--- config.mk ---
export PLATFORM = sky130hd
export DESIGN_NAME = pcd_miller_enc
export DESIGN_NICKNAME = d
export VERILOG_FILES = /design/src/rtl/miller_pkg.sv /design/src/rtl/miller_frame_seq.sv /design/src/rtl/miller_sym_map.sv /design/src/rtl/miller_pause_gen.sv /design/src/rtl/pcd_miller_enc.sv
export SDC_FILE = /design/constraint.sdc
export NUM_CORES = 1
export LEC_CHECK = 0
export BUFFER_PORTS_ARGS = -buffer_cell sky130_fd_sc_hd__buf_2
export CAP_MARGIN = 15
export CORE_UTILIZATION = 47
export CTS_CLUSTER_SIZE = 8
export DETAILED_ROUTE_END_ITERATION = 16
export PLACE_DENSITY = 0.67
export SLEW_MARGIN = 15
export SYNTH_ARGS = -nofsm -noshare
export SYNTH_HDL_FRONTEND = slang
export SYNTH_SLANG_ARGS = --single-unit
--- constraint.sdc ---
create_clock -name clk -period 2.3 [get_ports clk]
set_input_delay 0 -clock clk [delete_from_list [all_inputs] [get_ports clk]]
set_output_delay 0 -clock clk [all_outputs]
set_load 0.02 [all_outputs]
--- src/rtl/miller_pkg.sv ---
package miller_pkg;
  typedef enum logic [1:0] {
    FT_SHORT = 2'b00,
    FT_STD   = 2'b01,
    FT_SPLIT = 2'b10,
    FT_RSVD  = 2'b11
  } frame_t;

  typedef enum logic [1:0] {
    SC_NONE  = 2'b00,
    SC_MID   = 2'b01,
    SC_EARLY = 2'b10
  } sym_code_t;

  typedef enum logic [2:0] {
    S_IDLE = 3'd0,
    S_SOF  = 3'd1,
    S_DATA = 3'd2,
    S_PAR  = 3'd3,
    S_EOF0 = 3'd4,
    S_EOF1 = 3'd5
  } seq_st_t;
endpackage

--- src/rtl/miller_frame_seq.sv ---
module miller_frame_seq
  import miller_pkg::*;
#(
  parameter int CNT_W  = 12,
  parameter int BYTE_W = 8
) (
  input  logic              clk,
  input  logic              rst,
  input  logic              start,
  input  logic [1:0]        frame_type,
  input  logic [CNT_W-1:0]  bit_count,
  input  logic [BYTE_W-1:0] in_data,
  input  logic              in_valid,
  input  logic              sym_end,
  output logic              in_ready,
  output logic              start_acc,
  output logic              busy,
  output logic              done,
  output logic              nxt_bit,
  output logic              nxt_blank
);
  localparam int IDX_W = $clog2(BYTE_W);
  localparam logic [IDX_W-1:0] IDX_LAST = IDX_W'(BYTE_W - 1);
  localparam int SHORT_BITS = 7;

  seq_st_t              st, st_n;
  frame_t               ft_q;
  logic [CNT_W-1:0]     total_q, bit_no, fetch_left;
  logic [IDX_W-1:0]     bib, bib_inc;
  logic [BYTE_W-1:0]    shreg, bbuf, cur_buf;
  logic                 bbuf_vld;
  logic                 par_en, load_byte, step_bit, take, last_bit;
  logic [CNT_W-1:0]     total_in, fetch_in;

  assign start_acc = start && (st == S_IDLE);
  assign busy      = (st != S_IDLE);
  assign in_ready  = busy && !bbuf_vld && (fetch_left != '0);
  assign take      = in_valid && in_ready;
  assign par_en    = (ft_q != FT_SHORT);
  assign bib_inc   = bib + IDX_W'(1);
  assign cur_buf   = bbuf_vld ? bbuf : '0;
  assign last_bit  = (bit_no == total_q - CNT_W'(1));
  assign total_in  = (frame_t'(frame_type) == FT_SHORT) ? CNT_W'(SHORT_BITS) : bit_count;
  assign fetch_in  = (total_in + CNT_W'(BYTE_W - 1)) / CNT_W'(BYTE_W);

  always_comb begin
    st_n      = st;
    nxt_bit   = 1'b0;
    nxt_blank = 1'b0;
    load_byte = 1'b0;
    step_bit  = 1'b0;
    case (st)
      S_SOF: begin
        st_n      = S_DATA;
        load_byte = 1'b1;
        nxt_bit   = cur_buf[0];
      end
      S_DATA: begin
        if (bib == IDX_LAST && par_en) begin
          st_n    = S_PAR;
          nxt_bit = ~^shreg;
        end else if (last_bit) begin
          st_n    = S_EOF0;
        end else begin
          st_n     = S_DATA;
          step_bit = 1'b1;
          if (bib == IDX_LAST) begin
            load_byte = 1'b1;
            nxt_bit   = cur_buf[0];
          end else begin
            nxt_bit = shreg[bib_inc];
          end
        end
      end
      S_PAR: begin
        if (last_bit) begin
          st_n = S_EOF0;
        end else begin
          st_n      = S_DATA;
          step_bit  = 1'b1;
          load_byte = 1'b1;
          nxt_bit   = cur_buf[0];
        end
      end
      S_EOF0: begin
        st_n      = S_EOF1;
        nxt_blank = 1'b1;
      end
      S_EOF1: begin
        st_n      = S_IDLE;
        nxt_blank = 1'b1;
      end
      default: st_n = S_IDLE;
    endcase
  end

  always_ff @(posedge clk) begin
    if (rst) begin
      st         <= S_IDLE;
      ft_q       <= FT_SHORT;
      total_q    <= '0;
      bit_no     <= '0;
      bib        <= '0;
      shreg      <= '0;
      bbuf       <= '0;
      bbuf_vld   <= 1'b0;
      fetch_left <= '0;
      done       <= 1'b0;
    end else begin
      done <= 1'b0;
      if (start_acc) begin
        st         <= S_SOF;
        ft_q       <= frame_t'(frame_type);
        total_q    <= total_in;
        bit_no     <= '0;
        bib        <= '0;
        bbuf_vld   <= 1'b0;
        fetch_left <= fetch_in;
      end else if (sym_end) begin
        st <= st_n;
        if (step_bit) begin
          bit_no <= bit_no + CNT_W'(1);
          bib    <= bib_inc;
        end
        if (load_byte) begin
          shreg    <= cur_buf;
          bbuf_vld <= 1'b0;
        end
        if (st == S_EOF1) done <= 1'b1;
      end
      if (take) begin
        bbuf       <= in_data;
        bbuf_vld   <= 1'b1;
        fetch_left <= fetch_left - CNT_W'(1);
      end
    end
  end

  // a short frame never reaches a parity symbol
  p_short_no_par_r7: assert property (@(posedge clk) disable iff (rst)
    (st == S_PAR) |-> (ft_q != FT_SHORT));

  // no byte is taken while idle
  p_ready_idle_r10: assert property (@(posedge clk) disable iff (rst)
    !busy |-> !in_ready);
endmodule

--- src/rtl/miller_sym_map.sv ---
module miller_sym_map
  import miller_pkg::*;
(
  input  logic      clk,
  input  logic      rst,
  input  logic      start_acc,
  input  logic      sym_end,
  input  logic      nxt_bit,
  input  logic      nxt_blank,
  output sym_code_t code
);
  logic prev_one;

  always_ff @(posedge clk) begin
    if (rst) begin
      code     <= SC_NONE;
      prev_one <= 1'b0;
    end else if (start_acc) begin
      code     <= SC_EARLY;
      prev_one <= 1'b0;
    end else if (sym_end) begin
      if (nxt_blank) begin
        code <= SC_NONE;
      end else if (nxt_bit) begin
        code     <= SC_MID;
        prev_one <= 1'b1;
      end else begin
        code     <= prev_one ? SC_NONE : SC_EARLY;
        prev_one <= 1'b0;
      end
    end
  end

  // two mid-period symbols in a row cannot be separated by a zero coded early
  p_code_legal_r5: assert property (@(posedge clk) disable iff (rst)
    (sym_end && !start_acc && !nxt_blank && !nxt_bit && prev_one) |=> (code == SC_NONE));
endmodule

--- src/rtl/miller_pause_gen.sv ---
module miller_pause_gen
  import miller_pkg::*;
#(
  parameter int BIT_CYC   = 128,
  parameter int PAUSE_CYC = 28
) (
  input  logic      clk,
  input  logic      rst,
  input  logic      busy,
  input  logic      start_acc,
  input  sym_code_t code,
  output logic      sym_end,
  output logic      pause
);
  localparam int CW = $clog2(BIT_CYC + 1);
  localparam logic [CW-1:0] C_LAST  = CW'(BIT_CYC - 1);
  localparam logic [CW-1:0] C_HALF  = CW'(BIT_CYC / 2);
  localparam logic [CW-1:0] C_PW    = CW'(PAUSE_CYC);
  localparam logic [CW-1:0] C_MIDE  = CW'(BIT_CYC / 2 + PAUSE_CYC);

  logic [CW-1:0] cnt, run_q;
  logic          want;

  assign sym_end = busy && (cnt == C_LAST);
  assign want = busy && (((code == SC_EARLY) && (cnt < C_PW)) ||
                         ((code == SC_MID) && (cnt >= C_HALF) && (cnt < C_MIDE)));

  always_ff @(posedge clk) begin
    if (rst) begin
      cnt   <= '0;
      pause <= 1'b0;
      run_q <= '0;
    end else begin
      if (start_acc)    cnt <= '0;
      else if (busy)    cnt <= (cnt == C_LAST) ? '0 : cnt + CW'(1);
      pause <= want;
      run_q <= pause ? run_q + CW'(1) : '0;
    end
  end

  // a pause never runs beyond its width
  p_pause_max_r4: assert property (@(posedge clk) disable iff (rst)
    pause |-> (run_q < C_PW));
  // a pause that ends has lasted its full width
  p_pause_min_r4: assert property (@(posedge clk) disable iff (rst)
    $fell(pause) |-> (run_q == C_PW));
endmodule

--- src/rtl/pcd_miller_enc.sv ---
module pcd_miller_enc
  import miller_pkg::*;
#(
  parameter int BIT_CYC   = 128,
  parameter int PAUSE_CYC = 28,
  parameter int CNT_W     = 12
) (
  input  logic             clk,
  input  logic             rst,
  input  logic             start,
  input  logic [1:0]       frame_type,
  input  logic [CNT_W-1:0] bit_count,
  input  logic [7:0]       in_data,
  input  logic             in_valid,
  output logic             in_ready,
  output logic             pause,
  output logic             busy,
  output logic             done
);
  logic      start_acc, sym_end, nxt_bit, nxt_blank;
  sym_code_t code;

  miller_frame_seq #(.CNT_W(CNT_W), .BYTE_W(8)) u_seq (
    .clk(clk), .rst(rst), .start(start), .frame_type(frame_type),
    .bit_count(bit_count), .in_data(in_data), .in_valid(in_valid),
    .sym_end(sym_end), .in_ready(in_ready), .start_acc(start_acc),
    .busy(busy), .done(done), .nxt_bit(nxt_bit), .nxt_blank(nxt_blank)
  );

  miller_sym_map u_map (
    .clk(clk), .rst(rst), .start_acc(start_acc), .sym_end(sym_end),
    .nxt_bit(nxt_bit), .nxt_blank(nxt_blank), .code(code)
  );

  miller_pause_gen #(.BIT_CYC(BIT_CYC), .PAUSE_CYC(PAUSE_CYC)) u_pg (
    .clk(clk), .rst(rst), .busy(busy), .start_acc(start_acc),
    .code(code), .sym_end(sym_end), .pause(pause)
  );

  // done lasts a single cycle
  p_done_pulse_r12: assert property (@(posedge clk) disable iff (rst)
    done |=> !done);
  // done coincides with busy dropping
  p_done_at_end_r12: assert property (@(posedge clk) disable iff (rst)
    done |-> (!busy && $past(busy)));
  // the start symbol pauses right away
  p_sof_early_r2: assert property (@(posedge clk) disable iff (rst)
    $rose(busy) |=> pause);
endmodule

After elaboration in Yosys (flattened, before gate mapping)
Cells that the tools add are included.
- bits in registers: 74
- $add $sub $neg: 6
- order comparisons: 4
- eq/ne operators: 10
- multiplexer cells: 36
- bitwise gates (word level): 3
- reductions and logical operators: 29
- operators with widths (kind ; count):
    12-bit 2-to-1 mux ; 3
    12-bit by 1-bit subtractor with 12-bit output, second input constant ; 2
    1-bit 2-to-1 mux ; 19
    8-bit 2-to-1 mux ; 2
    12-bit by 1-bit adder with 12-bit output, second input constant ; 1
    12-bit by 3-bit adder with 12-bit output, second input constant ; 1
    12-bit equality test ; 1
    3-bit case mux with 4 select lines ; 1
    12-bit nonzero test ; 1
    1-bit logical AND ; 10
    2-bit 2-to-1 mux ; 5
    3-bit equality test, second input constant ; 3
    3-bit nonzero test ; 3
    8-bit by 1-bit adder with 8-bit output, second input constant ; 1
    8-bit by 7-bit equality test with 1-bit output, second input constant ; 1
    8-bit by 7-bit greater-or-equal comparator with 1-bit output, second input constant ; 1
    8-bit by 5-bit less-than comparator with 1-bit output, second input constant ; 1
    8-bit by 7-bit less-than comparator with 1-bit output, second input constant ; 1
    8-bit XNOR reduction ; 1
    3-bit by 2-bit equality test with 1-bit output, second input constant ; 2
    3-bit 2-to-1 mux ; 2
    1-bit case mux with 3 select lines ; 2
    2-bit AND reduction ; 3
    2-bit nonzero test ; 3
    15 further kinds ; 18

Logic depth before layout (Yosys ltp)
- word-level depth: 11
- gate-level depth with buffers: 10
- mapped depth without buffers: 9

Hierarchy
A second synthesis with hierarchy kept.
- cell total of the unflattened synthesis: 504
- area, all modules: 4092.7 µm²
- by module, submodules not included (module ; times used ; cells each ; area an instance (µm²) ; seq. area each (µm²)):
    miller_frame_seq ; 1 ; 445 ; 3545.9 ; 1241.2
    miller_pause_gen ; 1 ; 47 ; 420.4 ; 180.2
    miller_sym_map ; 1 ; 12 ; 126.4 ; 60.1

Worst setup path after synthesis
Ideal clock, no wire load.
- path type: reg2reg
- from: reg u_seq.total_q[0]
- to: reg u_map.code[1]
- library setup time: 0.088 ns
- data arrival time: 2.391 ns
- required time: 2.212 ns
- path slack: -0.179 ns
- cell stages (with the launch flop): 10
- clock period less this slack: 2.479 ns
- path through: dfxtp_1 inv_1 ha_1 nor3b_1 and4_1 nor3_1 nand4b_4 o2111a_1 or4b_1 o32ai_2
- word-level cells in the longest chain between the ends: 9
- elaborated cells between the ends (all ways): 10
- RTL lines (what ; line ; RTL):
    start, declared ; miller_frame_seq.sv:28 ; logic [CNT_W-1:0] total_q, bit_no, fetch_left;
    start signal, assigned ; miller_frame_seq.sv:114 ; total_q <= total_in;
    12-bit by 1-bit subtractor with 12-bit output (*) ; miller_frame_seq.sv:42 ; assign last_bit = (bit_no == total_q - CNT_W'(1));
    12-bit equality test (*) ; miller_frame_seq.sv:42 ;
    1-bit 2-to-1 mux ; miller_frame_seq.sv:62 ; end else if (last_bit) begin
    1-bit 2-to-1 mux ; miller_frame_seq.sv:59 ; if (bib == IDX_LAST && par_en) begin
    1-bit case mux with 3 select lines (*) ; miller_frame_seq.sv:52 ; case (st)
    2-bit 2-to-1 mux (*) ; miller_sym_map.sv:24 ; end else if (nxt_bit) begin
    2-bit 2-to-1 mux (*) ; miller_sym_map.sv:22 ; if (nxt_blank) begin
    2-bit 2-to-1 mux (*) ; miller_sym_map.sv:21 ; end else if (sym_end) begin
    2-bit 2-to-1 mux (*) ; miller_sym_map.sv:18 ; end else if (start_acc) begin
    end signal, assigned ; miller_sym_map.sv:28 ; code <= prev_one ? SC_NONE : SC_EARLY;
    end, declared ; miller_sym_map.sv:10 ; output sym_code_t code
Mark *: on every way between the ends. The rest lies on a longest branch, timed or not. The select of a mux whose other input is x is not followed.
A chain may end at the register's enable or synchronous reset.

Worst setup path after layout
- from: reg u_seq.total_q[1]
- to: reg u_map.code[1]
Same word-level chain as after synthesis.

==> Flow_metrics.wiki <==
{| class="wikitable"
! Metric !! Value
|-
| Die Y-Extent || about 93 um
|-
| Post-DRT Antenna Nets || 0
|-
| Type of element capturing the critical path || flip-flop
|-
| Number of clock sinks seen by CTS || 74
|-
| Arrival time of data at the critical path endpoint || 2.63 ns
|-
| Slew margin rel. || ~53%
|-
| Cells after DPL || about 640
|-
| First-pass iteration count of the detailed router || 5
|-
| Global-route met1 utilization || between 30 and 40%
|-
| Pin slew with the least headroom to its limit || 0.698 ns
|-
| Distinct cell type count of the synthesized netlist || 57
|-
| Layout net count || ~610
|-
| Seq/Total Area, Yosys || a little under two fifths
|-
| Run status || finished with violations
|-
| Final Max Tran Viols || 0
|-
| Vias per cell || 5.63
|-
| Unrepaired setup endpoints after global routing || true
|-
| Worst Setup Start Kind || flip-flop
|-
| Violated checks || negative setup slack
|-
| Area share of the largest cell type after synthesis || a little under two fifths
|-
| Cells after synthesis || roughly 480
|-
| I/O Pins || 30
|-
| Fraction of power consumed by sequential logic || between 40% and 50%
|-
| CP Class || flip-flop to flip-flop
|-
| Final total negative setup slack || -0.112 ns
|-
| Remaining global-route overflow || 0
|-
| H-tree depth reported by CTS || 3
|-
| Maximum VDD drop || between 0.4 and 0.5 mV
|-
| Placeable core region || between 0.007 and 0.008 mm2
|-
| Die area || just under 0.009 mm2
|-
| TritonCTS buffer count || 9
|-
| Seq. cell area || 0.00149 mm2
|-
| Final Hold Fails || 0
|-
| First DRT Iteration DRCs || 187
|-
| Cell Area, Synth || approximately 0.0039 mm2
|-
| Leak pwr || approximately 2.0 nW
|-
| Gr usage total || between 20% and 30%
|-
| Largest net degree at the start of global routing || 45
|-
| Area delta synth->final || 33.5%
|-
| Part of the total power dissipated in the clock network || 36.0%
|-
| DR WL/cell || between 15 and 20 um
|-
| Min Clock Period, post-route || roughly 2.4 ns
|-
| Finished Core Util || 66.5%
|-
| Met2 layer usage reported by global route || between 40% and 50%
|-
| Mean Syn Cell Area || 8.22 um2
|-
| First-pass GRT wire length || 16,900 um
|-
| Number of buffer cells added on primary ports || 29
|-
| Final Non-Filler Cells || about 690
|-
| Required time of the critical path || approximately 2.6 ns
|-
| Commonest cells post-synth || 74 x sky130_fd_sc_hd__dfxtp_1, 53 x sky130_fd_sc_hd__a21oi_1, 52 x sky130_fd_sc_hd__nand2_1, 50 x sky130_fd_sc_hd__nor2_1, 25 x sky130_fd_sc_hd__nand3_1
|-
| Smallest setup slack after layout || -0.0612 ns
|-
| Count of filler cells inserted in the layout || around 630
|-
| Number of synthesized flops with an enable pin || 0
|-
| Switching portion of total power || between 20 and 30%
|-
| Worst slack, placed || -0.0764 ns
|-
| Detailed placer's ending HPWL || between 6000 and 7000 um
|-
| Clock-pin slew of the registers on the worst-case setup and hold paths || ~0.09 ns
|-
| Async S/R FF share, synth || 0%
|-
| Insertion delay of the later-clocked pin in the worst-skew pair || between 0.3 and 0.4 ns
|-
| Area leader, netlist || sky130_fd_sc_hd__dfxtp_1
|-
| Grt peak-use layer || met2
|-
| Maximum net fanout on the critical path || 4
|-
| Final count of negative-setup-slack endpoints || 2
|-
| Count of state elements after synthesis || between 70 and 80
|-
| Internal power contribution || approximately 2.3 mW
|-
| Clock tree from TritonCTS || built
|-
| Diodes inserted || 0
|-
| Max-capacitance violation count || 0
|-
| Tcrit/Tclk final || 103%
|-
| Top-count cell post-synth || sky130_fd_sc_hd__dfxtp_1
|-
| Final worst clock skew || approximately 0.010 ns
|-
| Share of total power in combinational logic || between 20% and 30%
|-
| Total length of routed wires || ~10,000 um
|-
| Biggest cell delay along the critical path || between 0.4 and 0.5 ns
|-
| Most common flop cell mapped by yosys || sky130_fd_sc_hd__dfxtp_1
|-
| Standard cell with the maximum stage delay on the critical path || sky130_fd_sc_hd__or4b_4
|-
| Path category of the worst min-delay check || input port to flip-flop
|-
| Multi-input logic area || about 0.0025 mm2
|-
| Ordered cell list for the critical path || inv_4 -> ha_4 -> nor3b_4 -> nand2_2 -> xnor2_2 -> nand4b_4 -> o2111a_1 -> or4b_4 -> o32ai_2
|-
| Share of layout cells above drive strength 1 || approximately a quarter
|-
| Initial cell density of the core || 49.8%
|-
| Number of remaining DRC errors || 0
|-
| Ranking of synthesized cells by area || sky130_fd_sc_hd__dfxtp_1 38%, sky130_fd_sc_hd__a21oi_1 6.7%, sky130_fd_sc_hd__xnor2_1 5.3%, sky130_fd_sc_hd__nand2_1 5.0%, sky130_fd_sc_hd__nor2_1 4.8%
|-
| Std cell rows || 32
|-
| Total vias in the final route || 3,880
|-
| FMAX || about 420 MHz
|-
| Antenna violations before repair || 0
|-
| Net count after synthesis || 510
|-
| Largest buffer count on any clock path || 2
|-
| Via count of the first global-routing pass || 3,659
|-
| Total number of yosys warnings || 0
|-
| Root buffer cell || sky130_fd_sc_hd__clkbuf_8
|-
| Length in cells of the worst reg-to-reg path || 9
|-
| Switch Pwr || a little over 0.9 mW
|-
| GR met3 Demand/Resource || 5.04%
|-
| Final estimated routing congestion in global placement || 0.847
|-
| Hold Path Cell Cnt || 3
|-
| Horiz. Die Dim || roughly 93 um
|-
| Power Density || a little over 600 mW/mm2
|}
==> routing by layer <==
| metal | part of all wire [%] | wire (um) | up-vias |
|---|---|---|---|
| li1 | - | - | 1935 |
| met1 | 44 | 4650 | 1806 |
| met2 | 49 | 5110 | 117 |
| met3 | 4.8 | 502 | 22 |
| met4 | 1.8 | 188 | 0 |
| met5 | 0 | 0 | - |
==> power groups by stage <==
stage	clock, mW	combinational, mW	sequential, mW
4_1_cts	1.17	0.601	1.38
2_1_floorplan	0	0.359	1.40
6_report	1.15	0.658	1.38
3_5_place_dp	0	0.541	1.41
5_1_grt	1.23	0.713	1.39
3_3_place_gp	0	0.528	1.40
==> area by class of cell <==
| class | instances | area share [%] |
|---|---|---|
| multi-input combinational | 378 | 48.3 |
| sequential | 74 | 28.5 |
| timing repair buffer | 111 | 15.9 |
| tap | 102 | 2.43 |
| clock buffer | 9 | 2.36 |
| clock inverter | 7 | 1.93 |
| inverter | 8 | 0.668 |
==> critical path, delay by kind of cell, from the launching register on <==
kind                       cells  cell delay [ns]
buffers and inverters          1             0.06
and+or+nand+nor                4             0.98
xor gates and xnor gates       1             0.24
AOI/OAI and AO/OA              2             0.48
adders and majority gates      1             0.15
DFF                            1             0.37
==> flip-flops by register name, indices dropped and copies added, names as in the netlist, 2 cells and up <==
signal	flops
u_seq.bib	3
u_seq.bit_no	12
u_seq.fetch_left	12
u_seq.total_q	12
u_seq.shreg	8
u_seq.st	3
u_seq.ft_q	2
u_seq.bbuf	8
u_pg.cnt	8
u_map.code	2
==> repair_timing <==
action | CTS | global route
endpoints found under the hold margin | 22 | 0
cloned | 0 | 2
gates resized for setup | 12 | 28
pin swaps | 10 | 16
endpoints found under the setup margin | 14 | 38
setup buffers | 3 | 7
hold buffers | 21 | 0
==> stage by stage <==
stage	area (um2)	power (mW)	hold WS, ns
6_report	5250	3.19	0.0571
5_1_grt	5250	3.33	0.0863
4_1_cts	5050	3.15	0.0484
3_5_place_dp	4550	1.95	0.246
3_3_place_gp	4550	1.93	0.239
2_1_floorplan	3960	1.76	0.136
==> kinds of logic (layout without fill, tap and decap cells) <==
family                   Yosys count  count (layout)  synth area share [%]
AO/OA/AOI/OAI                    108             110                  17.5
adder cells (fa/ha/maj)            6               6                  1.91
buffers and inverters             28             135                  2.71
multiplexers                       8               8                  2.67
AND/OR/NAND/NOR                  211             211                  27.7
XOR/XNOR                          43              43                  9.77
flip-flops                        74              74                  37.7
==> placed cells by master (no fill, tap or decap), types with 4 or more instances in the layout <==
cell type and n:
sky130_fd_sc_hd__nand3_1 24, sky130_fd_sc_hd__o21ai_0 14, sky130_fd_sc_hd__ha_1 5, sky130_fd_sc_hd__nand2b_1 10, sky130_fd_sc_hd__nor3_2 4, sky130_fd_sc_hd__buf_2 29, sky130_fd_sc_hd__xor2_1 18, sky130_fd_sc_hd__dfxtp_1 70
sky130_fd_sc_hd__mux2i_1 6, sky130_fd_sc_hd__buf_4 56, sky130_fd_sc_hd__buf_6 5, sky130_fd_sc_hd__a21oi_1 50, sky130_fd_sc_hd__nand4_1 12, sky130_fd_sc_hd__nand2_1 51, sky130_fd_sc_hd__inv_1 5, sky130_fd_sc_hd__dlygate4sd3_1 21
sky130_fd_sc_hd__o211ai_1 7, sky130_fd_sc_hd__nor3_1 12, sky130_fd_sc_hd__or3_1 5, sky130_fd_sc_hd__clkbuf_8 9, sky130_fd_sc_hd__or4_1 5, sky130_fd_sc_hd__and2_1 4, sky130_fd_sc_hd__nor4_1 4, sky130_fd_sc_hd__a31oi_1 4
sky130_fd_sc_hd__xnor2_1 22, sky130_fd_sc_hd__nor2_1 50
==> worst paths after layout <==
path	slack, ns	start	end
max	-0.06	u_seq.total_q[1]	u_map.code[1]
min	0.06	bit_count[1]	u_seq.total_q[1]
max reg2reg	-0.06	u_seq.total_q[1]	u_map.code[1]
min reg2reg	0.46	u_seq.ft_q[0]	u_seq.ft_q[0]
(Power assumes the default switching activity.)
